## src/rtl/evt_timer_pkg.sv

```systemverilog
package evt_timer_pkg;

    typedef enum logic {
        CNT_HALT,
        CNT_RUN
    } cnt_state_e;

    typedef enum logic [1:0] {
        SV_OFF,
        SV_CMP,
        SV_PER
    } sv_state_e;

    // channel configuration bit positions
    localparam int CFG_IE  = 0;
    localparam int CFG_PER = 1;
    localparam int CFG_SV  = 2;
    localparam int CFG_M32 = 3;
    localparam int CFG_RT  = 4;

    // register addresses
    localparam logic [7:0] A_CAPS    = 8'h00;
    localparam logic [7:0] A_TICK    = 8'h04;
    localparam logic [7:0] A_GCFG    = 8'h08;
    localparam logic [7:0] A_ISR     = 8'h0C;
    localparam logic [7:0] A_CLO     = 8'h10;
    localparam logic [7:0] A_CHI     = 8'h14;
    localparam logic [7:0] A_CH0     = 8'h20;
    localparam logic [7:0] CH_STRIDE = 8'h10;
    localparam logic [7:0] OFF_CFG   = 8'h00;
    localparam logic [7:0] OFF_LO    = 8'h04;
    localparam logic [7:0] OFF_HI    = 8'h08;

    localparam logic [31:0] TICK_MIN = 32'd100_000;
    localparam logic [31:0] TICK_MAX = 32'd100_000_000;

    function automatic logic [7:0] ch_addr(input int idx, input logic [7:0] off);
        return A_CH0 + 8'(idx) * CH_STRIDE + off;
    endfunction

endpackage

```

## src/rtl/evt_counter.sv

```systemverilog
module evt_counter
    import evt_timer_pkg::*;
#(
    parameter int DW = 32
) (
    input  logic            clk,
    input  logic            rst_n,
    input  logic            run_wr,
    input  logic            run_val,
    input  logic            lo_wr,
    input  logic            hi_wr,
    input  logic [DW-1:0]   wdata,
    output logic            running,
    output logic [2*DW-1:0] count
);
    cnt_state_e st_q, st_d;

    always_ff @(posedge clk or negedge rst_n) begin
        if (!rst_n) st_q <= CNT_HALT;
        else        st_q <= st_d;
    end

    always_comb begin
        st_d = st_q;
        unique case (st_q)
            CNT_HALT: if (run_wr && run_val)  st_d = CNT_RUN;
            CNT_RUN:  if (run_wr && !run_val) st_d = CNT_HALT;
            default:  st_d = CNT_HALT;
        endcase
    end

    always_comb running = (st_q == CNT_RUN);

    // count while running, accept loads only while halted
    always_ff @(posedge clk or negedge rst_n) begin
        if (!rst_n) begin
            count <= '0;
        end else if (running) begin
            count <= count + 1'b1;
        end else begin
            if (lo_wr) count[DW-1:0]    <= wdata;
            if (hi_wr) count[2*DW-1:DW] <= wdata;
        end
    end
endmodule

```

## src/rtl/evt_channel.sv

```systemverilog
module evt_channel
    import evt_timer_pkg::*;
#(
    parameter int DW   = 32,
    parameter int RT_W = 2
) (
    input  logic            clk,
    input  logic            rst_n,
    input  logic [2*DW-1:0] count,
    input  logic            counting,
    input  logic            cfg_wr,
    input  logic            lo_wr,
    input  logic            hi_wr,
    input  logic            stat_clr,
    input  logic [DW-1:0]   wdata,
    output logic [DW-1:0]   cfg_word,
    output logic [2*DW-1:0] cmp_word,
    output logic            stat,
    output logic            act,
    output logic [RT_W-1:0] route
);
    localparam int CW = 2 * DW;

    sv_state_e       sv_q, sv_d;
    logic            ie_q, per_q, m32_q;
    logic [RT_W-1:0] rt_q;
    logic [CW-1:0]   cmp_q, prd_q, reload;
    logic            hit, to_period, stat_q;

    // load-sequence state register
    always_ff @(posedge clk or negedge rst_n) begin
        if (!rst_n) sv_q <= SV_OFF;
        else        sv_q <= sv_d;
    end

    // OFF -> CMP on config write, CMP -> PER -> OFF on low-half writes
    always_comb begin
        sv_d = sv_q;
        if (cfg_wr) begin
            sv_d = (wdata[CFG_PER] && wdata[CFG_SV]) ? SV_CMP : SV_OFF;
        end else begin
            unique case (sv_q)
                SV_OFF:  sv_d = SV_OFF;
                SV_CMP:  if (lo_wr) sv_d = SV_PER;
                SV_PER:  if (lo_wr) sv_d = SV_OFF;
                default: sv_d = SV_OFF;
            endcase
        end
    end

    always_comb begin
        to_period = (sv_q == SV_PER);
        reload    = cmp_q + prd_q;
        hit       = counting && (count[DW-1:0] == cmp_q[DW-1:0])
                    && (m32_q || (count[CW-1:DW] == cmp_q[CW-1:DW]));
    end

    always_ff @(posedge clk or negedge rst_n) begin
        if (!rst_n) begin
            ie_q  <= 1'b0;
            per_q <= 1'b0;
            m32_q <= 1'b0;
            rt_q  <= '0;
        end else if (cfg_wr) begin
            ie_q  <= wdata[CFG_IE];
            per_q <= wdata[CFG_PER];
            m32_q <= wdata[CFG_M32];
            rt_q  <= wdata[CFG_RT +: RT_W];
        end
    end

    // comparator writes win over periodic reload
    always_ff @(posedge clk or negedge rst_n) begin
        if (!rst_n) begin
            cmp_q <= '1;
            prd_q <= '0;
        end else begin
            if (lo_wr && !to_period)      cmp_q[DW-1:0] <= wdata;
            else if (hit && per_q)        cmp_q[DW-1:0] <= reload[DW-1:0];

            if (hi_wr && !to_period && !m32_q)  cmp_q[CW-1:DW] <= wdata;
            else if (hit && per_q && !m32_q)    cmp_q[CW-1:DW] <= reload[CW-1:DW];

            if (lo_wr && to_period) prd_q[DW-1:0]  <= wdata;
            if (hi_wr && to_period) prd_q[CW-1:DW] <= wdata;
        end
    end

    // match sets, write-one clears, set wins
    always_ff @(posedge clk or negedge rst_n) begin
        if (!rst_n)        stat_q <= 1'b0;
        else if (hit)      stat_q <= 1'b1;
        else if (stat_clr) stat_q <= 1'b0;
    end

    always_comb begin
        cfg_word                 = '0;
        cfg_word[CFG_IE]         = ie_q;
        cfg_word[CFG_PER]        = per_q;
        cfg_word[CFG_SV]         = (sv_q != SV_OFF);
        cfg_word[CFG_M32]        = m32_q;
        cfg_word[CFG_RT +: RT_W] = rt_q;
        cmp_word = {(m32_q ? {DW{1'b0}} : cmp_q[CW-1:DW]), cmp_q[DW-1:0]};
        stat     = stat_q;
        act      = stat_q & ie_q;
        route    = rt_q;
    end
endmodule

```

## src/rtl/evt_irq_route.sv

```systemverilog
module evt_irq_route #(
    parameter int NUM_CH  = 3,
    parameter int NUM_IRQ = 4,
    parameter int RT_W    = 2
) (
    input  logic [NUM_CH-1:0]      act,
    input  logic [NUM_CH*RT_W-1:0] route,
    input  logic                   legacy,
    output logic                   irq_tick,
    output logic                   irq_rtc,
    output logic [NUM_IRQ-1:0]     irq_line
);

    always_comb begin
        for (int l = 0; l < NUM_IRQ; l++) begin
            irq_line[l] = 1'b0;
            for (int c = 0; c < NUM_CH; c++) begin
                if (act[c] && (route[c*RT_W +: RT_W] == RT_W'(l)) && !(legacy && c < 2))
                    irq_line[l] = 1'b1;
            end
        end
        irq_tick = legacy & act[0];
        irq_rtc  = legacy & act[1];
    end
endmodule

```

## src/rtl/evt_timer.sv

```systemverilog
module evt_timer
    import evt_timer_pkg::*;
#(
    parameter int          NUM_CH  = 3,
    parameter int          NUM_IRQ = 4,
    parameter logic [31:0] TICK_FS = 32'd69841279
) (
    input  logic               clk,
    input  logic               rst_n,
    input  logic               bus_sel,
    input  logic               bus_wr,
    input  logic [7:0]         bus_addr,
    input  logic [31:0]        bus_wdata,
    output logic [31:0]        bus_rdata,
    output logic               irq_tick,
    output logic               irq_rtc,
    output logic [NUM_IRQ-1:0] irq_line
);
    localparam int DW   = 32;
    localparam int RT_W = (NUM_IRQ > 1) ? $clog2(NUM_IRQ) : 1;
    localparam logic [DW-1:0] TICK_RPT =
        (TICK_FS < TICK_MIN) ? TICK_MIN : ((TICK_FS > TICK_MAX) ? TICK_MAX : TICK_FS);
    localparam logic [DW-1:0] CAPS_WORD =
        {16'h0, 1'b1, 1'b0, 1'b1, 5'(NUM_CH - 1), 8'h01};

    logic                   wr_s, gcfg_wr, isr_wr, cnt_lo_wr, cnt_hi_wr;
    logic                   legacy_q, cnt_running;
    logic [2*DW-1:0]        cnt_val;
    logic [NUM_CH-1:0]      ch_stat, ch_act;
    logic [NUM_CH*RT_W-1:0] ch_route;
    logic [DW-1:0]          ch_cfg [NUM_CH];
    logic [2*DW-1:0]        ch_cmp [NUM_CH];
    logic [DW-1:0]          rd_d;

    always_comb begin
        wr_s      = bus_sel & bus_wr;
        gcfg_wr   = wr_s && (bus_addr == A_GCFG);
        isr_wr    = wr_s && (bus_addr == A_ISR);
        cnt_lo_wr = wr_s && (bus_addr == A_CLO);
        cnt_hi_wr = wr_s && (bus_addr == A_CHI);
    end

    always_ff @(posedge clk or negedge rst_n) begin
        if (!rst_n)       legacy_q <= 1'b0;
        else if (gcfg_wr) legacy_q <= bus_wdata[1];
    end

    evt_counter #(.DW(DW)) u_cnt (
        .clk     (clk),
        .rst_n   (rst_n),
        .run_wr  (gcfg_wr),
        .run_val (bus_wdata[0]),
        .lo_wr   (cnt_lo_wr),
        .hi_wr   (cnt_hi_wr),
        .wdata   (bus_wdata),
        .running (cnt_running),
        .count   (cnt_val)
    );

    for (genvar g = 0; g < NUM_CH; g++) begin : g_ch
        localparam logic [7:0] BASE = ch_addr(g, 8'h00);
        logic cfg_wr_s, lo_wr_s, hi_wr_s;
        always_comb begin
            cfg_wr_s = wr_s && (bus_addr == BASE + OFF_CFG);
            lo_wr_s  = wr_s && (bus_addr == BASE + OFF_LO);
            hi_wr_s  = wr_s && (bus_addr == BASE + OFF_HI);
        end
        evt_channel #(.DW(DW), .RT_W(RT_W)) u_chan (
            .clk      (clk),
            .rst_n    (rst_n),
            .count    (cnt_val),
            .counting (cnt_running),
            .cfg_wr   (cfg_wr_s),
            .lo_wr    (lo_wr_s),
            .hi_wr    (hi_wr_s),
            .stat_clr (isr_wr && bus_wdata[g]),
            .wdata    (bus_wdata),
            .cfg_word (ch_cfg[g]),
            .cmp_word (ch_cmp[g]),
            .stat     (ch_stat[g]),
            .act      (ch_act[g]),
            .route    (ch_route[g*RT_W +: RT_W])
        );
    end

    evt_irq_route #(.NUM_CH(NUM_CH), .NUM_IRQ(NUM_IRQ), .RT_W(RT_W)) u_route (
        .act      (ch_act),
        .route    (ch_route),
        .legacy   (legacy_q),
        .irq_tick (irq_tick),
        .irq_rtc  (irq_rtc),
        .irq_line (irq_line)
    );

    // read multiplexer (R13 words, R1 reset view)
    always_comb begin
        rd_d = '0;
        case (bus_addr)
            A_CAPS:  rd_d = CAPS_WORD;
            A_TICK:  rd_d = TICK_RPT;
            A_GCFG:  rd_d = {{(DW-2){1'b0}}, legacy_q, cnt_running};
            A_ISR:   rd_d = DW'(ch_stat);
            A_CLO:   rd_d = cnt_val[DW-1:0];
            A_CHI:   rd_d = cnt_val[2*DW-1:DW];
            default: rd_d = '0;
        endcase
        for (int i = 0; i < NUM_CH; i++) begin
            if (bus_addr == ch_addr(i, OFF_CFG)) rd_d = ch_cfg[i];
            if (bus_addr == ch_addr(i, OFF_LO))  rd_d = ch_cmp[i][DW-1:0];
            if (bus_addr == ch_addr(i, OFF_HI))  rd_d = ch_cmp[i][2*DW-1:DW];
        end
    end

    always_ff @(posedge clk or negedge rst_n) begin
        if (!rst_n)                bus_rdata <= '0;
        else if (bus_sel && !bus_wr) bus_rdata <= rd_d;
    end
endmodule

```

## config.mk

```make
export PLATFORM = sky130hd
export DESIGN_NAME = evt_timer
export DESIGN_NICKNAME = d
export VERILOG_FILES = /design/src/rtl/evt_timer_pkg.sv /design/src/rtl/evt_counter.sv /design/src/rtl/evt_channel.sv /design/src/rtl/evt_irq_route.sv /design/src/rtl/evt_timer.sv
export SDC_FILE = /design/constraint.sdc
export NUM_CORES = 2
export LEC_CHECK = 0
export BUFFER_PORTS_ARGS = -buffer_cell sky130_fd_sc_hd__buf_2
export CAP_MARGIN = 10
export CORE_UTILIZATION = 43
export CTS_BUF_LIST = sky130_fd_sc_hd__clkbuf_16
export CTS_CLUSTER_SIZE = 10
export DETAILED_ROUTE_END_ITERATION = 10
export HOLD_SLACK_MARGIN = 0.02
export PLACE_DENSITY = 0.65
export SLEW_MARGIN = 20
export SYNTH_ARGS = -nofsm -noshare
export SYNTH_HDL_FRONTEND = slang
export SYNTH_HIERARCHICAL = 1
export SYNTH_SLANG_ARGS = --single-unit
```

## constraint.sdc

```tcl
create_clock -name clk -period 10.1 [get_ports clk]
set_clock_uncertainty 0.05 [all_clocks]
set_input_delay 0 -clock clk [delete_from_list [all_inputs] [get_ports clk]]
set_output_delay 0 -clock clk [all_outputs]
set_load 0.05 [all_outputs]
```

# After elaboration in Yosys (flattened, before gate mapping)
# Index checks and enable logic that the tools add are counted.
# Widths: inputs -> output; s select.
dict set report totals {
  regBits 506
  input_bits 44
  output_inout_bits 38
  wordCells 249
}
dict set report classes {
  addsub 4
  n_eq_ne 41
  n_mux 62
  n_bitwise 7
  n_reduce_logical 100
}
# cell n
set op_table {}
lappend op_table {{$mux 32} 26}
lappend op_table {{$add 64x64->64} 3}
lappend op_table {{$eq 32x32->1} 6}
lappend op_table {{$pmux 32 s6} 1}
lappend op_table {{$logic_and 1x1->1} 67}
lappend op_table {{$add 64x1->64 const B} 1}
lappend op_table {{$mux 64} 1}
lappend op_table {{$eq 8x6->1 const B} 6}
lappend op_table {{$reduce_bool 2->1} 14}
lappend op_table {{$eq 8x7->1 const B} 3}
lappend op_table {{$mux 1} 21}
lappend op_table {{$eq 2x2->1 const B} 9}
lappend op_table {{$mux 2} 9}
lappend op_table {{$ne 3x2->1 const B} 6}
lappend op_table {{$eq 8x4->1 const B} 2}
lappend op_table {{$eq 8x5->1 const B} 2}
lappend op_table {{$eq 2x1->1 const B} 6}
lappend op_table {{$pmux 2 s2} 3}
lappend op_table {{$logic_not 1->1} 9}
lappend op_table {{$eq 8x3->1 const B} 1}
lappend op_table {{$logic_not 8->1} 1}
lappend op_table {{$and 1x1->1} 6}
lappend op_table {{$logic_not 2->1} 3}
lappend op_table {{$reduce_and 2->1} 3}
lappend op_table {{other kinds (3)} 5}

# Longest topological paths before layout
dict set report logic_depth {
  depth_word 11
  ltp_mapped 13
  depth_no_buf 13
}

# By module
# The synthesis kept the hierarchy.
# module instances cells_per_inst area_each_um2 seq_area_each_um2
set modules_own_cells {}
lappend modules_own_cells {{evt_channel (g_ch[2].u_chan)} 1 1187 10946.7 3483.3}
lappend modules_own_cells {{evt_channel (g_ch[0].u_chan)} 1 1226 10944.2 3483.3}
lappend modules_own_cells {{evt_channel (g_ch[1].u_chan)} 1 1212 10849.2 3483.3}
lappend modules_own_cells {evt_timer 1 701 5014.8 825.8}
lappend modules_own_cells {evt_counter 1 518 4365.4 1626.6}
lappend modules_own_cells {evt_irq_route 1 17 126.4 0.0}

# Worst setup path after synthesis
# Ideal clock, no wire load.
dict set report synth_path {
  kind {flip-flop to flip-flop}
  startpoint {reg g_ch[2].u_chan.cmp_q[9]}
  endpoint {reg g_ch[2].u_chan.cmp_q[54]}
  setup_time_ns 0.060
  arrival_time_ns 3.285
  t_required_ns 9.990
  path_slack_ns 6.705
  stages_incl_launch_ff 14
  path_cell_list {dfstp_2 > ha_1 > buf_6 > a21o_1 > a21o_1 > a221oi_4 > a31oi_1 > a211oi_1 > o41a_1 > o31ai_2 > nand2_1 > mux2_4 > a2111oi_2 > a21o_1}
}
dict set report synth_via {
  elab_chain_cells 6
  word_cells_on_any_way 9
  classes_between {add/sub (1); eq/ne (1); mux (2); reduce/logical (5)}
}
# element line
set synth_lines {}
lappend synth_lines {{start: declaration} evt_channel.sv:27} ;# logic [CW-1:0] cmp_q, prd_q, reload;
lappend synth_lines {{start signal: indexed assignment} evt_channel.sv:78} ;# if (lo_wr && !to_period) cmp_q[DW-1:0] <= wdata;
lappend synth_lines {{start signal: indexed assignment} evt_channel.sv:79} ;# else if (hit && per_q) cmp_q[DW-1:0] <= reload[DW-1:0];
lappend synth_lines {{start signal: indexed assignment} evt_channel.sv:81} ;# if (hi_wr && !to_period && !m32_q) cmp_q[CW-1:DW] <= wdata;
lappend synth_lines {{parallel branches: the longest is 6 deep, another holds $add 64x64->64} -}
# Parallel ways; which one is timed is not known. The select of a mux whose other input is x is not followed.
# A chain may end at the register's enable or synchronous reset.

# Final worst setup path
dict set report layout_path {
  startpoint {reg u_cnt.count[8]}
  endpoint {reg g_ch[0].u_chan.cmp_q[60]}
}
dict set report layout_via {
  elab_chain_cells 6
}
# element line
set layout_lines {}
lappend layout_lines {{start: declaration} evt_counter.sv:14} ;# output logic [2*DW-1:0] count
lappend layout_lines {{start signal: assignment} evt_counter.sv:39} ;# count <= count + 1'b1;
lappend layout_lines {{start signal: indexed assignment} evt_counter.sv:41} ;# if (lo_wr) count[DW-1:0] <= wdata;
lappend layout_lines {{start signal: indexed assignment} evt_counter.sv:42} ;# if (hi_wr) count[2*DW-1:DW] <= wdata;
lappend layout_lines {{$eq 32x32->1} evt_channel.sv:54} ;# hit = counting && (count[DW-1:0] == cmp_q[DW-1:0])
lappend layout_lines {{$logic_and 1x1->1} evt_channel.sv:54}
lappend layout_lines {{$logic_and 1x1->1} evt_channel.sv:55} ;# && (m32_q || (count[CW-1:DW] == cmp_q[CW-1:DW]));
lappend layout_lines {{$logic_and 1x1->1 (2 in series)} evt_channel.sv:82} ;# else if (hit && per_q && !m32_q) cmp_q[CW-1:DW] <= reload[CW-1:DW];
lappend layout_lines {{$reduce_bool 2->1 (no source line)} -}
lappend layout_lines {{end signal: indexed assignment} evt_channel.sv:79}
lappend layout_lines {{end signal: indexed assignment} evt_channel.sv:81}
lappend layout_lines {{end signal: indexed assignment} evt_channel.sv:82}
lappend layout_lines {{end: declaration} evt_channel.sv:27}
# Every way passes these cells.

==> results.py <==
metrics = {
    "critical_path": {
        "critPathMaxStageDelay_ns": 0.82,
        "critical_path.endpoint_type": "flip-flop",
        "required_ns": 10.64,
        "slowest_stage": "dfrtp_1",
        "worstPathCellList": "xnor2_1 > nand4_1 > nor4_1 > nand4_1 > or4_1 > or2_1 > buf_4 > inv_1 > nand2_1 > o21a_1",
        "cp_max_fo": 51,
        "cp-start-kind": "flip-flop",
        "path_class": "flip-flop to flip-flop",
        "critical_path.most_common_cell": "nand4_1",
        "critical_path_arrival_ns": 4.80,
    },
    "grt": {
        "gr-total-overflow": 0,
        "antenna_found_initial": 16,
        "grt_pass1_vias": 37374,
        "grt_pass1_wl_um": 288600,
        "grt_max_degree": 157,
        "grt_usage_pct": 40.63,
    },
    "floorplanning": {
        "num_rows": 114,
        "ioPinCount": 82,
        "core_mm2": 0.09699,
        "dieArea_mm2": 0.09951,
        "initial_core_util_pct": 43.56,
        "die_h_um": 315.4,
        "die_w_um": 315.4,
    },
    "yosys": {
        "netlist.area_leader.share_pct": 18.60,
        "netlist_area_mm2": 0.04225,
        "ys_seq_elements": 506,
        "yosys.area_share.adder_pct": 5.769,
        "ys.flop_type": "dfrtp_1",
        "synth_top_family_by_area": "compound AO/OA/AOI/OAI gates",
        "synth_top_area_cell": "dfrtp_1",
        "yosys_warnings": 6,
        "synth_compound_area_share_pct": 22.15,
        "synth.avg_cell_area_um2": 8.691,
        "synth_xor_area_share_pct": 7.318,
        "synthSimpleGateAreaFrac_pct": 17.60,
        "muxShareOfSynthArea_pct": 9.510,
        "yosys-top-cells-count": "a21oi_1, nand2_1, nor2_1",
        "synth_edf_count": 0,
        "synth_most_common_cell": "a21oi_1",
        "synth.top_cells.by_area": "dfrtp_1, dfstp_2, mux2_2",
        "yosysUniqueCellTypes": 127,
        "async_flop_share_pct": 100.0,
        "syn_inst": 4861,
        "seq_area_frac_synth_pct": 30.54,
    },
    "power_and_ir_drop": {
        "peakVddDrop_v": 0.0001141,
        "p_per_area_mw_per_mm2": 134.7,
        "leakage_uw": 0.01968,
    },
    "cells_and_area": {
        "area_delta_synth_final_pct": 6.388,
        "fillers": 9563,
        "finalNetCount": 4955,
        "drive_gt1_share_pct": 16.26,
    },
    "cts": {
        "cts_resized": 0,
        "root_buffer": "clkbuf_16",
        "cts.sinks": 506,
        "ctsLongestPathBuffers": 3,
        "cts-htree-levels": 3,
        "tritoncts": "done",
        "clkTransAtPathRegs_ns": 0.06,
        "clk_latency_ns": 0.67,
        "hold_buffers": 37,
        "cts_buffers": 68,
        "cts_setup_buffers": 0,
    },
    "placed_design": {
        "io_buffers": 81,
        "place_congestion": 1.095,
        "dp_hpwl_um": 147900,
        "pre_cts_slack_ns": 6.022,
    },
    "sta": {
        "whs_ns": 0.06954,
        "worst_pin_slew_ns": 1.268,
        "slew_viol_final": 0,
        "worst_slack_ns": 5.841,
        "setup_viol": 0,
        "rsz0062_at_grt": "false",
        "clock.fmax_ghz": 0.2348,
        "fin_crit_ns": 4.259,
        "finalHoldViolCount": 0,
        "slew_headroom_pct": 15.47,
        "setup_tns_ns": 0,
        "min_period_over_period_pct": 42.16,
    },
    "detailed_routing": {
        "drtPass1Iterations": 11,
        "drt_iter0_drc": 5788,
        "ant_nets": 0,
        "drc_errors": 2,
        "drt_wl_total_um": 205800,
        "vias": 40486,
        "via_per_inst": 6.687,
        "wl_per_cell_um": 33.99,
    },
    "flow_run": {
        "drv_cap": 0,
    },
    "status": {
        "status": "complete, but fails checks",
        "violations": "DRC",
    },
    "min_path": {
        "hold_path_class": "primary input to asynchronous set/reset pin",
    },
}
==> power by group <==
part	internal (µW)	switching [µW]	total (µW)
clock	1250	1010	2260
combinational	403	782	1190
sequential	2160	453	2610
total	3810	2250	6060
==> final cells by class <==
| class | count | area, µm² | area share (%) |
|---|---|---|---|
| Multi-Input combinational cell | 3871 | 26720 | 59.45 |
| Sequential cell | 506 | 12900 | 28.71 |
| Clock buffer | 68 | 1702 | 3.786 |
| Tap cell | 1276 | 1597 | 3.552 |
| Timing Repair Buffer | 192 | 1411 | 3.140 |
| Clock inverter | 56 | 299.0 | 0.6653 |
| Inverter | 79 | 296.5 | 0.6598 |
| Antenna cell | 6 | 15.01 | 0.03341 |
==> logic make-up after synthesis <==
group                      count (synthesis)
adders and majority gates                193
xor gates and xnor gates                 353
other                                      3
AOI/OAI and AO/OA                       1442
DFF                                      506
buffers and inverters                    559
and+or+nand+nor                         1432
muxes                                    373
==> cell usage in the layout (no fill, tap or decap), drive strengths merged, types with 22 or more instances in the layout <==
master	n
a21oi	464
nand2	361
nor2	336
dfrtp	314
o21ai	291
mux2	224
dfstp	192
ha	190
xnor2	180
xor2	173
buf	156
mux2i	149
nand4	143
nor2b	133
a21o	110
inv	110
nand3	93
nor3	87
conb	78
o22ai	76
clkbuf	68
o21bai	54
nor4	54
and3	53
a31oi	48
o21a	43
a211oi	39
a22oi	37
dlygate4sd3	36
o211ai	32
and2	27
or3	26
nand2b	25
a221o	25
a221oi	23
clkinv	22
==> metal layers <==
layer	global-route usage, %	vias to the layer above	wire length [µm]
li1	-	17402	-
met1	56.19	20095	85310
met2	57.73	2466	84860
met3	9.675	515	22080
met4	22.96	8	13480
met5	0	-	56
==> path summary, 6_finish.rpt <==
check | startpoint | depth (start not counted) | end | slack (ns)
max | u_cnt/count[8] | 10 | g_ch[0].u_chan/cmp_q[60] | 5.84
min | rst_n | 2 | g_ch[0].u_chan/cmp_q[7] | 0.07
max reg2reg | u_cnt/count[8] | 10 | g_ch[0].u_chan/cmp_q[60] | 5.84
min reg2reg | g_ch[2].u_chan/prd_q[16] | 1 | g_ch[2].u_chan/prd_q[16] | 0.46
max in group asynchronous | rst_n | 4 | asynchronous set/reset pin | 8.24
min in group clk | bus_addr[0] | 5 | bus_rdata[9] | 0.13
==> flip-flops by register name (all words and copies together) (netlist names), named ones only <==
signal	flops
bus_rdata	32
g_ch.u_chan/per_q	3
legacy_q	1
g_ch.u_chan/prd_q	192
g_ch.u_chan/ie_q	3
g_ch.u_chan/route	6
g_ch.u_chan/stat	3
g_ch.u_chan/cmp_q	192
g_ch.u_chan/sv_q	6
u_cnt/count	64
g_ch.u_chan/m32_q	3
==> per-stage QoR <==
stage / area (µm²) / power (µW) / util, % / std cells
after global placement: 42510 / 3746 / 43.83 / 5886
after global routing: 44930 / 6204 / 46.32 / 6048
after CTS: 44910 / 6019 / 46.30 / 6047
after detailed placement: 42520 / 3739 / 43.84 / 5886
final: 44950 / 6056 / 46.34 / 6054
after floorplan: 42530 / 3105 / - / 4936
==> critical path: cells and delay by family, from the launching register on <==
family / cells / cell delay, ns
AO/OA/AOI/OAI: 1 / 0.25
flip-flops: 1 / 0.82
AND/OR/NAND/NOR: 6 / 1.92
buffers and inverters: 2 / 0.91
XOR/XNOR: 1 / 0.20
Note: power is estimated with default switching activity, not from simulation.
